**config.mk**
```make
export PLATFORM = sky130hd
export DESIGN_NAME = cdtimer
export DESIGN_NICKNAME = d
export VERILOG_FILES = /design/src/rtl/cdtimer_pkg.sv /design/src/rtl/cdtimer_decode.sv /design/src/rtl/cdtimer_regs.sv /design/src/rtl/cdtimer_core.sv /design/src/rtl/cdtimer.sv
export SDC_FILE = /design/constraint.sdc
export NUM_CORES = 1
export LEC_CHECK = 0
export CAP_MARGIN = 20
export CORE_MARGIN = 2
export CORE_UTILIZATION = 40
export DETAILED_ROUTE_END_ITERATION = 8
export DONT_BUFFER_PORTS = 1
export PLACE_DENSITY = 0.65
export SYNTH_ARGS = -nofsm -noshare
export SYNTH_HDL_FRONTEND = slang
export SYNTH_HIERARCHICAL = 1
export SYNTH_SLANG_ARGS = --single-unit
```
**constraint.sdc**
```tcl
create_clock -name clk_i -period 3.55 [get_ports clk_i]
set_input_delay 0.355 -clock clk_i [delete_from_list [all_inputs] [get_ports clk_i]]
set_output_delay 0.355 -clock clk_i [all_outputs]
set_load 0.02 [all_outputs]
```
**src/rtl/cdtimer_pkg.sv**
```systemverilog
package cdtimer_pkg;
   localparam int unsigned OFF_STATUS = 'h00;
   localparam int unsigned OFF_HALT   = 'h04;
   localparam int unsigned OFF_ACK    = 'h08;
   localparam int unsigned OFF_INTV   = 'h0C;
   localparam int unsigned OFF_ONCE   = 'h10;
   localparam int unsigned OFF_LOOP   = 'h14;

   typedef struct packed {
      logic halt;
      logic ack;
      logic load;
      logic go_once;
      logic go_loop;
   } tmr_cmd_t;
endpackage

```
**src/rtl/cdtimer_decode.sv**
```systemverilog
module cdtimer_decode
   import cdtimer_pkg::*;
#(
   parameter int DATA_W = 32,
   parameter int ADDR_W = 8
) (
   input  logic              wr_en_i,
   input  logic [ADDR_W-1:0] addr_i,
   input  logic [DATA_W-1:0] wdata_i,
   output tmr_cmd_t          cmd_o
);
   logic nonzero;
   logic hit_halt, hit_ack, hit_intv, hit_once, hit_loop;

   always_comb begin
      nonzero  = |wdata_i;
      hit_halt = (addr_i == ADDR_W'(OFF_HALT));
      hit_ack  = (addr_i == ADDR_W'(OFF_ACK));
      hit_intv = (addr_i == ADDR_W'(OFF_INTV));
      hit_once = (addr_i == ADDR_W'(OFF_ONCE));
      hit_loop = (addr_i == ADDR_W'(OFF_LOOP));
      cmd_o.halt    = wr_en_i && hit_halt && nonzero;
      cmd_o.ack     = wr_en_i && hit_ack  && nonzero;
      cmd_o.load    = wr_en_i && hit_intv;
      cmd_o.go_once = wr_en_i && hit_once && nonzero;
      cmd_o.go_loop = wr_en_i && hit_loop && nonzero;
   end
endmodule

```
**src/rtl/cdtimer_regs.sv**
```systemverilog
module cdtimer_regs
   import cdtimer_pkg::*;
#(
   parameter int DATA_W = 32,
   parameter int ADDR_W = 8,
   parameter int CNT_W  = 32
) (
   input  logic              clk_i,
   input  logic              rst_ni,
   input  tmr_cmd_t          cmd_i,
   input  logic [ADDR_W-1:0] addr_i,
   input  logic [DATA_W-1:0] wdata_i,
   input  logic              active_i,
   input  logic              pending_i,
   output logic [CNT_W-1:0]  interval_o,
   output logic [DATA_W-1:0] rdata_o
);
   localparam int PAD_W = DATA_W - CNT_W;

   logic [CNT_W-1:0]  interval_q;
   logic [DATA_W-1:0] intv_ext;
   logic [DATA_W-1:0] status_ext;

   always_ff @(posedge clk_i or negedge rst_ni) begin
      if (!rst_ni)          interval_q <= '0;
      else if (cmd_i.load)  interval_q <= wdata_i[CNT_W-1:0];
   end

   generate
      if (PAD_W == 0) begin : g_full
         assign intv_ext = interval_q;
      end else begin : g_pad
         assign intv_ext = {{PAD_W{1'b0}}, interval_q};
      end
   endgenerate

   assign status_ext = {{(DATA_W-2){1'b0}}, pending_i, active_i};

   always_comb begin
      if (addr_i == ADDR_W'(OFF_STATUS))    rdata_o = status_ext;
      else if (addr_i == ADDR_W'(OFF_INTV)) rdata_o = intv_ext;
      else                                  rdata_o = '0;
   end

   assign interval_o = interval_q;

   AST_LOAD_TAKES: assert property (@(posedge clk_i) disable iff (!rst_ni)
      cmd_i.load |=> interval_o == $past(wdata_i[CNT_W-1:0]));
endmodule

```
**src/rtl/cdtimer_core.sv**
```systemverilog
module cdtimer_core
   import cdtimer_pkg::*;
#(
   parameter int CNT_W = 32
) (
   input  logic             clk_i,
   input  logic             rst_ni,
   input  logic             tick_en_i,
   input  tmr_cmd_t         cmd_i,
   input  logic [CNT_W-1:0] interval_i,
   output logic             active_o,
   output logic             pending_o
);
   logic             active_q, pending_q, periodic_q;
   logic [CNT_W-1:0] count_q;
   logic             start, last, expire;

   always_comb begin
      start  = cmd_i.go_once || cmd_i.go_loop;
      last   = (count_q <= CNT_W'(1));
      expire = active_q && tick_en_i && !start && !cmd_i.halt && last;
   end

   always_ff @(posedge clk_i or negedge rst_ni) begin
      if (!rst_ni) begin
         active_q   <= 1'b0;
         periodic_q <= 1'b0;
         count_q    <= '0;
      end else if (start) begin
         active_q   <= 1'b1;
         periodic_q <= cmd_i.go_loop;
         count_q    <= interval_i;
      end else if (cmd_i.halt) begin
         active_q   <= 1'b0;
      end else if (active_q && tick_en_i) begin
         if (last) begin
            if (periodic_q) count_q  <= interval_i;
            else            active_q <= 1'b0;
         end else begin
            count_q <= count_q - CNT_W'(1);
         end
      end
   end

   always_ff @(posedge clk_i or negedge rst_ni) begin
      if (!rst_ni)          pending_q <= 1'b0;
      else if (expire)      pending_q <= 1'b1;
      else if (cmd_i.ack)   pending_q <= 1'b0;
   end

   assign active_o  = active_q;
   assign pending_o = pending_q;

   AST_HALT_STOPS: assert property (@(posedge clk_i) disable iff (!rst_ni)
      cmd_i.halt && !start |=> !active_o);
   AST_HALT_KEEPS_PEND: assert property (@(posedge clk_i) disable iff (!rst_ni)
      cmd_i.halt && !cmd_i.ack |=> pending_o == $past(pending_o));
   AST_ACK_IDLE: assert property (@(posedge clk_i) disable iff (!rst_ni)
      cmd_i.ack && !active_o |=> !pending_o);
   AST_START_RUNS: assert property (@(posedge clk_i) disable iff (!rst_ni)
      start |=> active_o);
   AST_ONCE_ENDS: assert property (@(posedge clk_i) disable iff (!rst_ni)
      expire && !periodic_q |=> !active_o && pending_o);
   AST_LOOP_KEEPS: assert property (@(posedge clk_i) disable iff (!rst_ni)
      expire && periodic_q |=> active_o && pending_o);
   AST_NO_TICK_HOLD: assert property (@(posedge clk_i) disable iff (!rst_ni)
      !tick_en_i && !start && !cmd_i.halt && !cmd_i.ack
      |=> $stable(active_o) && $stable(pending_o) && $stable(count_q));
   AST_SET_WINS: assert property (@(posedge clk_i) disable iff (!rst_ni)
      expire && cmd_i.ack |=> pending_o);
endmodule

```
**src/rtl/cdtimer.sv**
```systemverilog
module cdtimer
   import cdtimer_pkg::*;
#(
   parameter int DATA_W = 32,
   parameter int ADDR_W = 8,
   parameter int CNT_W  = 32
) (
   input  logic              clk_i,
   input  logic              rst_ni,
   input  logic              tick_en_i,
   input  logic              wr_en_i,
   input  logic [ADDR_W-1:0] addr_i,
   input  logic [DATA_W-1:0] wdata_i,
   output logic [DATA_W-1:0] rdata_o,
   output logic              irq_o
);
   generate
      if (DATA_W < 8)                   begin : g_bad_data $error("DATA_W must be at least 8"); end
      if (ADDR_W < 5)                   begin : g_bad_addr $error("ADDR_W must reach offset 0x14"); end
      if (CNT_W < 1 || CNT_W > DATA_W)  begin : g_bad_cnt  $error("CNT_W must lie in 1..DATA_W"); end
   endgenerate

   tmr_cmd_t         cmd;
   logic [CNT_W-1:0] interval;
   logic             active, pending;

   cdtimer_decode #(.DATA_W(DATA_W), .ADDR_W(ADDR_W)) u_decode (
      .wr_en_i (wr_en_i),
      .addr_i  (addr_i),
      .wdata_i (wdata_i),
      .cmd_o   (cmd)
   );

   cdtimer_regs #(.DATA_W(DATA_W), .ADDR_W(ADDR_W), .CNT_W(CNT_W)) u_regs (
      .clk_i      (clk_i),
      .rst_ni     (rst_ni),
      .cmd_i      (cmd),
      .addr_i     (addr_i),
      .wdata_i    (wdata_i),
      .active_i   (active),
      .pending_i  (pending),
      .interval_o (interval),
      .rdata_o    (rdata_o)
   );

   cdtimer_core #(.CNT_W(CNT_W)) u_core (
      .clk_i      (clk_i),
      .rst_ni     (rst_ni),
      .tick_en_i  (tick_en_i),
      .cmd_i      (cmd),
      .interval_i (interval),
      .active_o   (active),
      .pending_o  (pending)
   );

   assign irq_o = pending;

   AST_IRQ_LEVEL: assert property (@(posedge clk_i) disable iff (!rst_ni)
      irq_o == rdata_o[1] || addr_i != ADDR_W'(OFF_STATUS));
endmodule

```
==> reports/qor.json <==
{
  "drt.antenna.violating_nets": 0,
  "htreeDepth": 3,
  "hpwl_mm": 8.354,
  "yosys_cell_types": 62,
  "start_kind": "register",
  "routed_via_density": 6.085,
  "fp-row-count": 37,
  "antenna_cells": 0,
  "final_max_slew_viol_count": 0,
  "initialDrtViolationCount": 378,
  "worst-endpoint-arrival_ps": 3180,
  "critPathSlowestCell": "or4_1",
  "tritoncts_clock_tree": "built",
  "finalSetupTns_ps": 0,
  "syn_inst": 473,
  "crit_path_max_fanout": 13,
  "register_area_um2": 1677,
  "data_required_time_at_the_worst_endpoint_ps": 3790,
  "floorplan.initialDensity": 0.4139,
  "clk_latency_ps": 350,
  "track_usage": 0.2104,
  "switching_power_uw": 535.8,
  "die_width_um": 107.8,
  "timing.max_cap.violations": 0,
  "synth_fp_nets": 519,
  "power.internal_uw": 1260,
  "cts_hold_repair.buffers": 2,
  "clock_power_share": 0.357,
  "pin_count_of_the_biggest_net_entering_global_routing": 68,
  "synthesis.area_per_instance_um2": 9.116,
  "tritoncts.num_buffers": 9,
  "postCtsResizedCells": 0,
  "power_switching_share": 0.2984,
  "max_slew_margin": 0.4146,
  "area_growth_pct": 6.878,
  "number_of_remaining_drc_errors": 0,
  "outcome": "completed",
  "worst_slack_ps": 609.8,
  "cp_num_cells": 7,
  "post_drt_wl_per_cell_um": 18.95,
  "synth-warning-count": 6,
  "fin_crit_sh": 0.8282,
  "globalRoute.totalOverflow": 0,
  "shortest_clock_period_the_worst_path_allows_after_layout_ps": 2940,
  "dpl_worst_slack_ps": 348.0,
  "cpPeakStageDelay_ps": 720,
  "max_freq_mhz": 340.1,
  "antenna_violations_before_repair": 0,
  "place.port_buffers": 0,
  "finalHoldViolations": 0,
  "unrepaired_setup_endpoints_after_global_routing": "no",
  "clock_skew_ps": 10.72,
  "num-nets-final": 515,
  "place_area_um2": 4377,
  "crit_buf_inv": 1,
  "grt_first_pass_wirelength_mm": 19.00,
  "via_count_of_the_first_global_routing_pass": 3699,
  "final.fill_count": 1025,
  "design_area_um2": 4608,
  "max-vdd-ir-drop_v": 0.0002379,
  "syn-cell-area_um2": 4312,
  "clkSinkCount": 67,
  "finalSetupViolations": 0,
  "synthArstFlopShare": 1.000,
  "synth_seq_area_share": 0.3889,
  "p_comb_frac": 0.145,
  "die_area_um2": 11630,
  "via_count": 3712,
  "hp-class": "input port to register",
  "routed_wirelength_mm": 11.56,
  "reg2regPathDepth": 7,
  "final_core_utilization": 0.4424,
  "clkSlewWorstSetupHoldPaths_ps": 80,
  "post-cts-setup-buffer-count": 0,
  "floorplan.io_pins": 77,
  "root_buffer": "clkbuf_8",
  "cts_buffer_depth": 2,
  "synth-edff-count": 0,
  "die_height_um": 107.8,
  "total_leakage_power_uw": 0.001811,
  "core_area_um2": 10420,
  "power_frac_seq": 0.498,
  "max_slew.worst_pin.slew_ps": 878.0,
  "critPathTopFamily": "simple AND/OR/NAND/NOR gates",
  "synthFlopType": "dfrtp_1",
  "endpoint_kind": "register",
  "multi_input_area_um2": 2282,
  "yosys_register_bits": 67,
  "min_path_cells": 2,
  "gp_congestion": 0.8533,
  "timing_worst_setup_path_type": "register to register",
  "p_total_uw": 1796,
  "post_route_cells_drive_above_1_share": 0.1983,
  "path_cells": "or4_1 > nor4_4 > nand4_2 > and2_1 > buf_4 > a2bb2oi_1 > o22a_1",
  "drt_pre_antenna_iters": 5,
  "p_per_area_nw_per_um2": 389.6
}
[final timing paths]
| kind | startpoint | endpoint | slack [ps] |
|---|---|---|---|
| min in group asynchronous | rst_ni | u_core/count_q[29]$_DFFE_PN0P_ | 540 |
| min reg2reg | u_core/count_q[18]$_DFFE_PN0P_ | u_core/count_q[18]$_DFFE_PN0P_ | 500 |
| max reg2reg | u_core/count_q[8]$_DFFE_PN0P_ | u_core/count_q[4]$_DFFE_PN0P_ | 610 |
| min | wdata_i[30] | u_regs/interval_o[30]$_DFFE_PN0P_ | 120 |
| max in group asynchronous | rst_ni | u_core/count_q[8]$_DFFE_PN0P_ | 2720 |
| max | u_core/count_q[8]$_DFFE_PN0P_ | u_core/count_q[4]$_DFFE_PN0P_ | 610 |
[sequential cells by signal (all words and copies together), names as in the netlist]
signal	count
u_core/periodic_q	1
u_core/active_o	1
u_core/count_q	32
u_core/pending_o	1
u_regs/interval_o	32
[power groups by stage]
stage | Sequential, uW | Clock (uW) | Combinational (uW)
2_1_floorplan | 882 | 0 | 196
3_3_place_gp | 904 | 0 | 231
3_5_place_dp | 907 | 0 | 239
4_1_cts | 892 | 652 | 261
5_1_grt | 902 | 689 | 296
6_report | 894 | 641 | 261
[metal layers]
layer | GRT usage | part of all wire | vias up
met5 | 0 | 0 | -
li1 | - | - | 1733
met1 | 0.2916 | 0.44 | 1816
met3 | 0.03571 | 0.065 | 14
met2 | 0.3266 | 0.48 | 149
met4 | 0.08425 | 0.017 | 0
[through the flow]
step	hold WS [ps]	instances
after global routing	118.8	610
after floorplan	59.41	473
after CTS	109.7	610
final	121.8	610
after global placement	64.08	592
after detailed placement	63.68	592
[cell type report]
type                       instances  share of cell area
clock buffer                      11             0.03068
clock inverter                     5             0.01140
inverter                          40             0.03258
multi-input combinational        336              0.4952
sequential                        67              0.3638
tap                              136             0.03693
timing repair buffer              15             0.02932
[placed cells by master (no fill, tap or decap), drive strengths merged, types with 11 or more instances in the layout]
master	count
nand2	46
dfrtp	67
nor3	46
o21ai	53
inv	40
nor2	23
clkbuf	11
nor4	19
nand3	13
a21oi	21
buf	14
[cells by family (layout without fill, tap and decap cells)]
kind of cell | count (synthesis) | count (layout) | share of synthesized area
flops | 67 | 67 | 0.3889
simple gates | 193 | 193 | 0.2870
mux | 8 | 8 | 0.01944
fa+ha+maj | 2 | 2 | 0.005803
buf+inv | 70 | 71 | 0.08415
compound gates | 133 | 133 | 0.2147
[synth_stat cells (3+ instances only)]
master,n,share of area
nand3_1,13,0.015
nand2b_1,4,0.0058
or2_2,5,0.0073
o21a_1,3,0.0052
nor3_1,15,0.017
buf_6,5,0.013
buf_2,8,0.0093
o21ai_0,49,0.057
nor4_1,14,0.020
dfrtp_1,67,0.39
or3_1,6,0.0087
nor3_2,31,0.072
and3_1,3,0.0044
mux2i_1,5,0.012
nor2_1,23,0.020
buf_12,3,0.014
clkbuf_1,12,0.010
nand2_1,46,0.040
a22oi_1,6,0.010
or4_1,5,0.0087
a2bb2oi_1,4,0.0081
o2bb2ai_1,8,0.016
or4_4,4,0.010
inv_1,40,0.035
o22a_1,7,0.014
a2111oi_2,5,0.017
nor4_4,3,0.015
nand4_1,5,0.0073
a21oi_1,19,0.022
a31oi_1,5,0.0073
o22ai_1,4,0.0058
or3b_2,3,0.0061
Power figures use the tool's default switching activity.
